$ cat config.mk
export PLATFORM = sky130hd
export DESIGN_NAME = match_timer
export DESIGN_NICKNAME = d
export VERILOG_FILES = /design/src/rtl/match_timer_pkg.sv /design/src/rtl/mt_prescaler.sv /design/src/rtl/mt_channel.sv /design/src/rtl/match_timer.sv
export SDC_FILE = /design/constraint.sdc
export NUM_CORES = 1
export LEC_CHECK = 0
export BUFFER_PORTS_ARGS = -buffer_cell sky130_fd_sc_hd__buf_2
export CAP_MARGIN = 20
export CELL_PAD_IN_SITES_DETAIL_PLACEMENT = 1
export CELL_PAD_IN_SITES_GLOBAL_PLACEMENT = 1
export CORE_AREA = 3 3 128 179
export CTS_CLUSTER_DIAMETER = 30
export DETAILED_ROUTE_END_ITERATION = 8
export DIE_AREA = 0 0 131 182
export MAX_ROUTING_LAYER = met4
export PLACE_DENSITY = 0.81
export SLEW_MARGIN = 10
export SYNTH_ARGS = -nofsm -noshare
export SYNTH_HDL_FRONTEND = slang
export SYNTH_SLANG_ARGS = --single-unit
$ cat constraint.sdc
create_clock -name clk -period 2.7 [get_ports clk]
set_clock_uncertainty 0.1 [all_clocks]
set_input_delay 0.135 -clock clk [delete_from_list [all_inputs] [get_ports clk]]
set_output_delay 0.135 -clock clk [all_outputs]
set_load 0.01 [all_outputs]
$ cat src/rtl/match_timer_pkg.sv
package match_timer_pkg;

   // prescaler counter width: must hold the largest divide minus one (511)
   localparam int PRE_W     = 10;
   // each channel window spans 16 bytes
   localparam int WIN_SHIFT = 4;

   function automatic logic [PRE_W-1:0] pre_limit(input logic [1:0] sel);
      return (PRE_W'(8) << (2 * sel)) - PRE_W'(1);
   endfunction

   function automatic logic [WIN_SHIFT-1:0] cnt_ofs(input bit wide);
      return wide ? WIN_SHIFT'(4) : WIN_SHIFT'(2);
   endfunction

   function automatic logic [WIN_SHIFT-1:0] cmp_ofs(input bit wide);
      return wide ? WIN_SHIFT'(8) : WIN_SHIFT'(4);
   endfunction

endpackage

$ cat src/rtl/mt_prescaler.sv
module mt_prescaler
   import match_timer_pkg::*;
(
   input  logic       clk,
   input  logic       rst_n,
   input  logic       run,
   input  logic [1:0] sel,
   output logic       tick
);

   logic [PRE_W-1:0] pcnt_q;

   assign tick = run && (pcnt_q >= pre_limit(sel));

   always_ff @(posedge clk or negedge rst_n) begin
      if (!rst_n)      pcnt_q <= '0;
      else if (!run)   pcnt_q <= '0;
      else if (tick)   pcnt_q <= '0;
      else             pcnt_q <= pcnt_q + 1'b1;
   end


   tick_gap_chk: assert property (@(posedge clk) disable iff (!rst_n)
      tick |=> !tick);

endmodule

$ cat src/rtl/mt_channel.sv
module mt_channel
   import match_timer_pkg::*;
#(
   parameter bit WIDE  = 1'b1,
   parameter int CNT_W = WIDE ? 32 : 16
) (
   input  logic             clk,
   input  logic             rst_n,
   input  logic             run,
   input  logic             ctrl_wr,
   input  logic             cnt_wr,
   input  logic             cmp_wr,
   input  logic [31:0]      wdata,
   output logic [15:0]      ctrl_q,
   output logic [CNT_W-1:0] cnt_q,
   output logic [CNT_W-1:0] cmp_q,
   output logic             irq
);

   localparam int FLAG_BIT = WIDE ? 15 : 7;
   localparam int IE_BIT   = WIDE ? 5 : 6;

   logic [1:0] sel_q;
   logic       ie_q;
   logic       mflag_q;
   logic       oflag;
   logic       tick;
   logic       hit;
   logic       mset;
   logic       mclr;
   logic       unused_wbits;

   assign unused_wbits = ^wdata;

   mt_prescaler u_pre (
      .clk  (clk),
      .rst_n(rst_n),
      .run  (run),
      .sel  (sel_q),
      .tick (tick)
   );

   assign hit  = (cnt_q == cmp_q);
   assign mset = tick && !cnt_wr && hit;
   assign mclr = ctrl_wr && !wdata[FLAG_BIT];

   always_ff @(posedge clk or negedge rst_n) begin
      if (!rst_n)       cnt_q <= '0;
      else if (cnt_wr)  cnt_q <= wdata[CNT_W-1:0];
      else if (tick)    cnt_q <= hit ? '0 : cnt_q + 1'b1;
   end

   always_ff @(posedge clk or negedge rst_n) begin
      if (!rst_n)       cmp_q <= '1;
      else if (cmp_wr)  cmp_q <= wdata[CNT_W-1:0];
   end

   always_ff @(posedge clk or negedge rst_n) begin
      if (!rst_n) begin
         sel_q   <= '0;
         ie_q    <= 1'b0;
         mflag_q <= 1'b0;
      end else begin
         mflag_q <= mset || (mflag_q && !mclr);
         if (ctrl_wr) begin
            sel_q <= wdata[1:0];
            ie_q  <= wdata[IE_BIT];
         end
      end
   end

   generate
      if (WIDE) begin : g_wide
         logic oflag_q;
         logic oset;
         assign oset = tick && !cnt_wr && !hit && (&cnt_q);
         always_ff @(posedge clk or negedge rst_n) begin
            if (!rst_n) oflag_q <= 1'b0;
            else        oflag_q <= oset || (oflag_q && !(ctrl_wr && !wdata[14]));
         end
         assign oflag  = oflag_q;
         assign ctrl_q = {mflag_q, oflag_q, 8'b0, ie_q, 3'b0, sel_q};


         ovf_wrap_chk: assert property (@(posedge clk) disable iff (!rst_n)
            oset |=> (cnt_q == '0) && oflag_q);
      end else begin : g_narrow
         assign oflag  = 1'b0;
         assign ctrl_q = {8'b0, mflag_q, ie_q, 4'b0, sel_q};
      end
   endgenerate

   assign irq = ie_q && (mflag_q || oflag);


   match_wrap_chk: assert property (@(posedge clk) disable iff (!rst_n)
      mset |=> (cnt_q == '0) && mflag_q);


   cnt_hold_chk: assert property (@(posedge clk) disable iff (!rst_n)
      (!tick && !cnt_wr) |=> $stable(cnt_q));


   cnt_load_chk: assert property (@(posedge clk) disable iff (!rst_n)
      cnt_wr |=> cnt_q == $past(wdata[CNT_W-1:0]));


   set_wins_chk: assert property (@(posedge clk) disable iff (!rst_n)
      (mset && ctrl_wr) |=> mflag_q);


   flag_clear_chk: assert property (@(posedge clk) disable iff (!rst_n)
      (mclr && !mset) |=> !mflag_q);

endmodule

$ cat src/rtl/match_timer.sv
module match_timer
   import match_timer_pkg::*;
#(
   parameter int NUM_CH = 2,
   parameter bit WIDE   = 1'b1,
   parameter int ADDR_W = 8
) (
   input  logic              clk,
   input  logic              rst_n,
   input  logic [ADDR_W-1:0] bus_addr,
   input  logic              bus_wr,
   input  logic [31:0]       bus_wdata,
   output logic [31:0]       bus_rdata,
   output logic [NUM_CH-1:0] irq
);

   localparam int CNT_W  = WIDE ? 32 : 16;
   localparam int SEL_W  = ADDR_W - WIN_SHIFT;
   localparam logic [WIN_SHIFT-1:0] CNT_OFS = cnt_ofs(WIDE);
   localparam logic [WIN_SHIFT-1:0] CMP_OFS = cmp_ofs(WIDE);

   generate
      if (ADDR_W <= WIN_SHIFT || ADDR_W > 16) begin : g_bad_addr
         $error("match_timer: ADDR_W out of range");
      end
      if (NUM_CH < 1 || NUM_CH > 16 || (NUM_CH + 1) > (1 << (ADDR_W - WIN_SHIFT))) begin : g_bad_ch
         $error("match_timer: NUM_CH does not fit the address map");
      end
   endgenerate

   logic [NUM_CH-1:0]       start_q;
   logic                    start_wr;
   logic [WIN_SHIFT-1:0]    ofs;
   logic [NUM_CH-1:0][31:0] rd_ch;

   assign start_wr = bus_wr && (bus_addr == '0);
   assign ofs      = bus_addr[WIN_SHIFT-1:0];

   always_ff @(posedge clk or negedge rst_n) begin
      if (!rst_n)        start_q <= '0;
      else if (start_wr) start_q <= bus_wdata[NUM_CH-1:0];
   end

   generate
      for (genvar c = 0; c < NUM_CH; c++) begin : g_ch
         logic             hit;
         logic [15:0]      ctrl;
         logic [CNT_W-1:0] cnt;
         logic [CNT_W-1:0] cmp;

         assign hit = (bus_addr[ADDR_W-1:WIN_SHIFT] == SEL_W'(c + 1));

         mt_channel #(.WIDE(WIDE), .CNT_W(CNT_W)) u_ch (
            .clk    (clk),
            .rst_n  (rst_n),
            .run    (start_q[c]),
            .ctrl_wr(bus_wr && hit && (ofs == '0)),
            .cnt_wr (bus_wr && hit && (ofs == CNT_OFS)),
            .cmp_wr (bus_wr && hit && (ofs == CMP_OFS)),
            .wdata  (bus_wdata),
            .ctrl_q (ctrl),
            .cnt_q  (cnt),
            .cmp_q  (cmp),
            .irq    (irq[c])
         );

         always_comb begin
            rd_ch[c] = '0;
            if (hit) begin
               if (ofs == '0)          rd_ch[c] = 32'(ctrl);
               else if (ofs == CNT_OFS) rd_ch[c] = 32'(cnt);
               else if (ofs == CMP_OFS) rd_ch[c] = 32'(cmp);
            end
         end
      end
   endgenerate

   always_comb begin
      bus_rdata = start_wr ? 32'(start_q) : 32'(start_q);
      if (bus_addr != '0) bus_rdata = '0;
      for (int c = 0; c < NUM_CH; c++) bus_rdata = bus_rdata | rd_ch[c];
   end


   start_keep_chk: assert property (@(posedge clk) disable iff (!rst_n)
      !start_wr |=> $stable(start_q));

endmodule

# Word level (Yosys, flattened, before mapping)
# Index checks and enable logic that the tools add are counted.
# op_classes
n_addsub	6
magnitude_cmp	2
eq_ne	6
shifts	2
mux	19
bitwise	2
n_reduce_logical	52
# op_table
operator	n
32-bit two-way mux	14
32-bit by 1-bit adder with 32-bit output, second input constant	2
32-bit equality test	2
32-bit bitwise OR	2
32-bit AND reduction	2
10-bit two-way mux	4
1-bit logical AND	29
10-bit by 1-bit adder with 10-bit output, second input constant	2
10-bit greater-or-equal comparator	2
4-bit by 3-bit left shift with 10-bit output, first input constant	2
10-bit by 2-bit subtractor with 10-bit output, second input constant	2
1-bit logical NOT	10
8-bit logical NOT	1
8-bit nonzero test	1
1-bit logical OR	6
4-bit by 1-bit equality test with 1-bit output, second input constant	1
4-bit by 2-bit equality test with 1-bit output, second input constant	1
4-bit by 3-bit equality test with 1-bit output, second input constant	1
4-bit equality test, second input constant	1
4-bit logical NOT	1
2-bit nonzero test	2
2-bit two-way mux	1
# totals
register_bits	160
inputBits	43
out_inout_bits	34
wordCells	104

# Depth between registers and ports, before layout
# depth
depth_word	8
mapped_depth	10
mapped_depth_nobuf	9

# By module
# Synthesis repeated with hierarchy kept, for this count alone.
# hier_totals
cells_unflattened	1207
hier_area_um2	11078.1
# modules_own_cells
mod	n_inst	cells_per_inst	area_each_um2	seq_area_each_um2
mt_channel	2	416	4155.2	1766.7
match_timer	1	229	1426.4	50.0
mt_prescaler (g_ch[0].u_ch.u_pre)	1	72	670.6	250.2
mt_prescaler (g_ch[1].u_ch.u_pre)	1	74	670.6	250.2

# Least setup slack after synthesis
# OpenSTA, ideal clock, no wires.
# synth_path
path_kind	register to register
from	register g_ch[0].u_ch.cnt_q[1]
to	register g_ch[0].u_ch.cnt_q[30]
setup_ns	0.126
arrival_ns	2.208
required_time_ns	2.474
slack_ns	0.266
path_stages_with_launch	9
path_buffers	0
synth_period_minus_slack_ns	2.434
cell_sequence	dfrtp_1 -> ha_1 -> nand4_1 -> or4_1 -> nand2b_1 -> or2_2 -> and3_1 -> a211oi_1 -> a21oi_1
# synth_between
elab_chain_len	4
word_cells_on_any_way	5
classes_between	1 x add/sub; 1 x eq/ne; 3 x mux
# synth_rtl
item	line_no	text
from (decl)	mt_channel.sv:15	output logic [CNT_W-1:0] cnt_q,
from (signal assigned)	mt_channel.sv:49	else if (cnt_wr) cnt_q <= wdata[CNT_W-1:0];
from (signal assigned)	mt_channel.sv:50	else if (tick) cnt_q <= hit ? '0 : cnt_q + 1'b1;
32-bit by 1-bit adder with 32-bit output or 32-bit equality test (tied branches)	mt_channel.sv:50, mt_channel.sv:43	
32-bit two-way mux (*) (2 in series)	mt_channel.sv:50	
32-bit two-way mux (*)	mt_channel.sv:49	
# Every way passes the cells marked *; elsewhere a longest branch is shown, timed or not. The select of a mux whose other input is x is not followed.
# A chain may end at the register's enable or synchronous reset.

# Worst setup path in the final report
# layout_path
from	register g_ch[0].u_ch.cnt_q[0]
to	register g_ch[0].u_ch.cnt_q[29]
# The elaborated chain is that of the path after synthesis.

==> flow_metrics.env <==
export IMPL_rsz0062_at_grt="yes"
export IMPL_end_kind="register"
export IMPL_synth_xor_area_frac=0.0704
export IMPL_fill_cells=2441
export IMPL_synth_simple_gate_area_frac=0.196
export IMPL_reg2reg_depth=9
export IMPL_drive_above_1_share=0.294
export IMPL_powerDensity_mw_per_mm2=497
export IMPL_vias=9781
export IMPL_num_rows=63
export IMPL_gp_congestion=0.943
export IMPL_grtUsageTotal=0.323
export IMPL_cts_root_buf="clkbuf_16"
export IMPL_dp_hpwl_mm=26.0
export IMPL_cp_data_required_time_ns=2.88
export IMPL_cts_buffers=17
export IMPL_hp_start="bus_wdata[15]"
export IMPL_synth_top_family_by_area="simple AND/OR/NAND/NOR gates"
export IMPL_synth_edf_count=0
export IMPL_core_mm2=0.0214
export IMPL_detail_route_antenna_nets=0
export IMPL_ys_flop_type="dfrtp_1"
export IMPL_ff2ff_setup_slack_ns=0.03
export IMPL_cts_tree="done"
export IMPL_syn_inst=1092
export IMPL_grt_remaining_overflow=0
export IMPL_timing_final_ws_setup_ns=0.0348
export IMPL_start_util=0.466
export IMPL_setup_viol=0
export IMPL_ys_ff_latch=160
export IMPL_crit_type="register to register"
export IMPL_synthMuxAreaShare=0.0844
export IMPL_status="finished clean"
export IMPL_crit_path_start_kind="register"
export IMPL_fp_dieW_um=131
export IMPL_drt_total_wl_mm=37.7
export IMPL_avgRoutedWirePerCell_um=24.7
export IMPL_yosysWarningCount=0
export IMPL_cp_arrival_ns=2.85
export IMPL_power_leakage_uw=0.00488
export IMPL_avgSynthCellArea_um2=9.12
export IMPL_grt_pass1_wl_mm=57.3
export IMPL_io_pins=77
export IMPL_grt_pass1_vias=10105
export IMPL_synth_cell_types=60
export IMPL_ir_drop_uv=485
export IMPL_hold_viol_final=0
export IMPL_period_share=0.987
export IMPL_clkTransAtPathRegs_ns=0.07
export IMPL_area_growth_pct=21.6
export IMPL_drc=0
export IMPL_async_reset_ff_frac=1.00
export IMPL_antenna_found_initial=1
export IMPL_hold_depth=3
export IMPL_reg2reg_to="g_ch[0].u_ch.cnt_q[29]$_DFFE_PN0P_"
export IMPL_io_buffers=76
export IMPL_tightestPinTransition_ns=0.730
export IMPL_layout_nets=1277
export IMPL_drv_slew=0
export IMPL_synth_seq_area_share=0.410
export IMPL_htree_levels=4
export IMPL_min_to="g_ch[0].u_ch.cnt_q[15]$_DFFE_PN0P_"
export IMPL_die_area_mm2=0.0238
export IMPL_min_period_ns=2.67
export IMPL_drt_iter0_drc=817
export IMPL_r2r_start="g_ch[0].u_ch.cnt_q[0]$_DFFE_PN0P_"
export IMPL_cts_max_path_buffers=2
export IMPL_crit_fanout=16
export IMPL_clock_sinks=160
export IMPL_synth_adder_area_share=0.0176
export IMPL_hp_class="primary input to register"
export IMPL_grt_max_degree=67
export IMPL_first_pass_iters=6
export IMPL_clk_latency_ns=0.45
export IMPL_cap_violations=0
export IMPL_dp_slack_ns=-0.167
export IMPL_slew_headroom=0.513
export IMPL_synth_compound_area_share=0.184
export IMPL_syn_cell_area_mm2=0.00996
export IMPL_die_h_um=182
export IMPL_p_total_uw=6020
export IMPL_via_per_inst=6.41
export IMPL_fmax_mhz=375
placed cells by master (no fill, tap or decap), types with 17 or more instances in the layout:
| cell type | instances |
|---|---|
| a21oi_1 | 35 |
| a22oi_1 | 70 |
| a31oi_1 | 49 |
| buf_2 | 75 |
| buf_4 | 71 |
| clkbuf_16 | 17 |
| dfrtp_1 | 92 |
| dfstp_2 | 64 |
| dlygate4sd3_1 | 31 |
| mux2_2 | 72 |
| nand2_1 | 67 |
| nand3_1 | 56 |
| nand4_1 | 19 |
| nor2_1 | 107 |
| nor4_1 | 17 |
| o21ai_0 | 61 |
| o22ai_1 | 27 |
| or3_1 | 24 |
| xnor2_1 | 38 |
| xor2_1 | 40 |
how the worst max path moves through the flow:
stage | startpoint | to | slack [ns]
after global placement | g_ch[1].u_ch.sel_q[0]$_DFFE_PN0P_ | g_ch[1].u_ch.cnt_q[23]$_DFFE_PN0P_ | -0.10
after CTS | g_ch[1].u_ch.sel_q[0]$_DFFE_PN0P_ | g_ch[1].u_ch.cnt_q[10]$_DFFE_PN0P_ | 0.006
after global routing | g_ch[1].u_ch.sel_q[0]$_DFFE_PN0P_ | g_ch[1].u_ch.cnt_q[24]$_DFFE_PN0P_ | -0.06
after floorplan | g_ch[0].u_ch.cnt_q[1]$_DFFE_PN0P_ | g_ch[0].u_ch.cnt_q[30]$_DFFE_PN0P_ | 0.27
final | g_ch[0].u_ch.cnt_q[0]$_DFFE_PN0P_ | g_ch[0].u_ch.cnt_q[29]$_DFFE_PN0P_ | 0.03
after detailed placement | g_ch[1].u_ch.sel_q[0]$_DFFE_PN0P_ | g_ch[1].u_ch.cnt_q[11]$_DFFE_PN0P_ | -0.17
where the power goes:
group / total, uW / internal, uW / switching, uW
sequential: 2740 / 2560 / 180
combinational: 764 / 321 / 443
clock: 2510 / 1400 / 1110
through the flow:
stage	hold slack, ns	setup TNS, ns	cell area [um2]	std cells	utilization
floorplan	-0.261	0	9960	1093	-
global placement	0.0379	-0.915	11000	1451	0.514
detailed placement	0.0352	-1.82	11000	1451	0.514
CTS	0.00459	0	11900	1516	0.558
global route	0.0183	-0.210	12100	1526	0.567
finish	0.0254	0	12100	1526	0.567
cell type report:
type                    instances  area (um2)  area share
clock buffers                  18         439      0.0363
inverters                      13        48.8     0.00403
diodes                          1        2.50    0.000207
clock inverters                14         154      0.0127
flip-flops and latches        160        4090       0.338
multi-input cells             843        5660       0.468
well taps                     292         365      0.0302
repair buffers                185        1340       0.111
kinds of logic after synthesis:
logic type / count (synthesis)
AND/OR/NAND/NOR: 387
AO/OA/AOI/OAI: 284
flip-flops: 160
buffers and inverters: 91
XOR/XNOR: 80
multiplexers: 75
adder cells (fa/ha/maj): 14
other: 1
Yosys cell counts (all sizes together) (11+ instances only):
| cell | instances | area share |
|---|---|---|
| nor2 | 112 | 0.042 |
| dfrtp | 96 | 0.24 |
| mux2 | 72 | 0.081 |
| a22oi | 70 | 0.053 |
| nand2 | 67 | 0.025 |
| dfstp | 64 | 0.17 |
| o21ai | 62 | 0.032 |
| clkbuf | 61 | 0.023 |
| nand3 | 60 | 0.031 |
| a31oi | 51 | 0.032 |
| xnor2 | 40 | 0.035 |
| xor2 | 40 | 0.035 |
| a21oi | 35 | 0.018 |
| o22ai | 27 | 0.017 |
| or3 | 25 | 0.016 |
| nor4 | 22 | 0.016 |
| nand4 | 19 | 0.012 |
| and3 | 17 | 0.011 |
| buf | 17 | 0.0087 |
| nor3 | 15 | 0.0075 |
| ha | 14 | 0.018 |
| inv | 13 | 0.0049 |
| nor2b | 11 | 0.0069 |
layer usage:
metal | routed length (um) | GRT usage
met5 | 0 | -
met4 | 2050 | 0.152
met3 | 1990 | 0.0553
met2 | 18800 | 0.531
met1 | 14900 | 0.381
registers in the layout, indices dropped and copies added, names as in the netlist:
signal and flops:
g_ch.u_ch.u_pre.pcnt_q 20, g_ch.u_ch.g_wide.oflag_q 2, g_ch.u_ch.mflag_q 2, g_ch.u_ch.sel_q 4, g_ch.u_ch.cnt_q 64, start_q 2, g_ch.u_ch.cmp_q 64, g_ch.u_ch.ie_q 2
worst max-delay path, stage by stage, from the launching register on:
cell     delay [ns]
dfrtp_1        0.40
buf_4          0.17
xnor2_1        0.25
nand4_1        0.19
nor4_2         0.37
and2_1         0.29
buf_4          0.27
nor2_1         0.08
o21ai_0        0.24
a31oi_1        0.15
what timing repair did:
item / CTS / global route
gates resized for setup: 6 / 21
hold endpoints to repair: 168 / 0
endpoints found under the setup margin: 25 / 52
setup buffers: 2 / 8
gates cloned: 0 / 1
hold buffers: 31 / 0
pin swaps: 0 / 9
No activity file was read; power rests on OpenSTA's default activity.
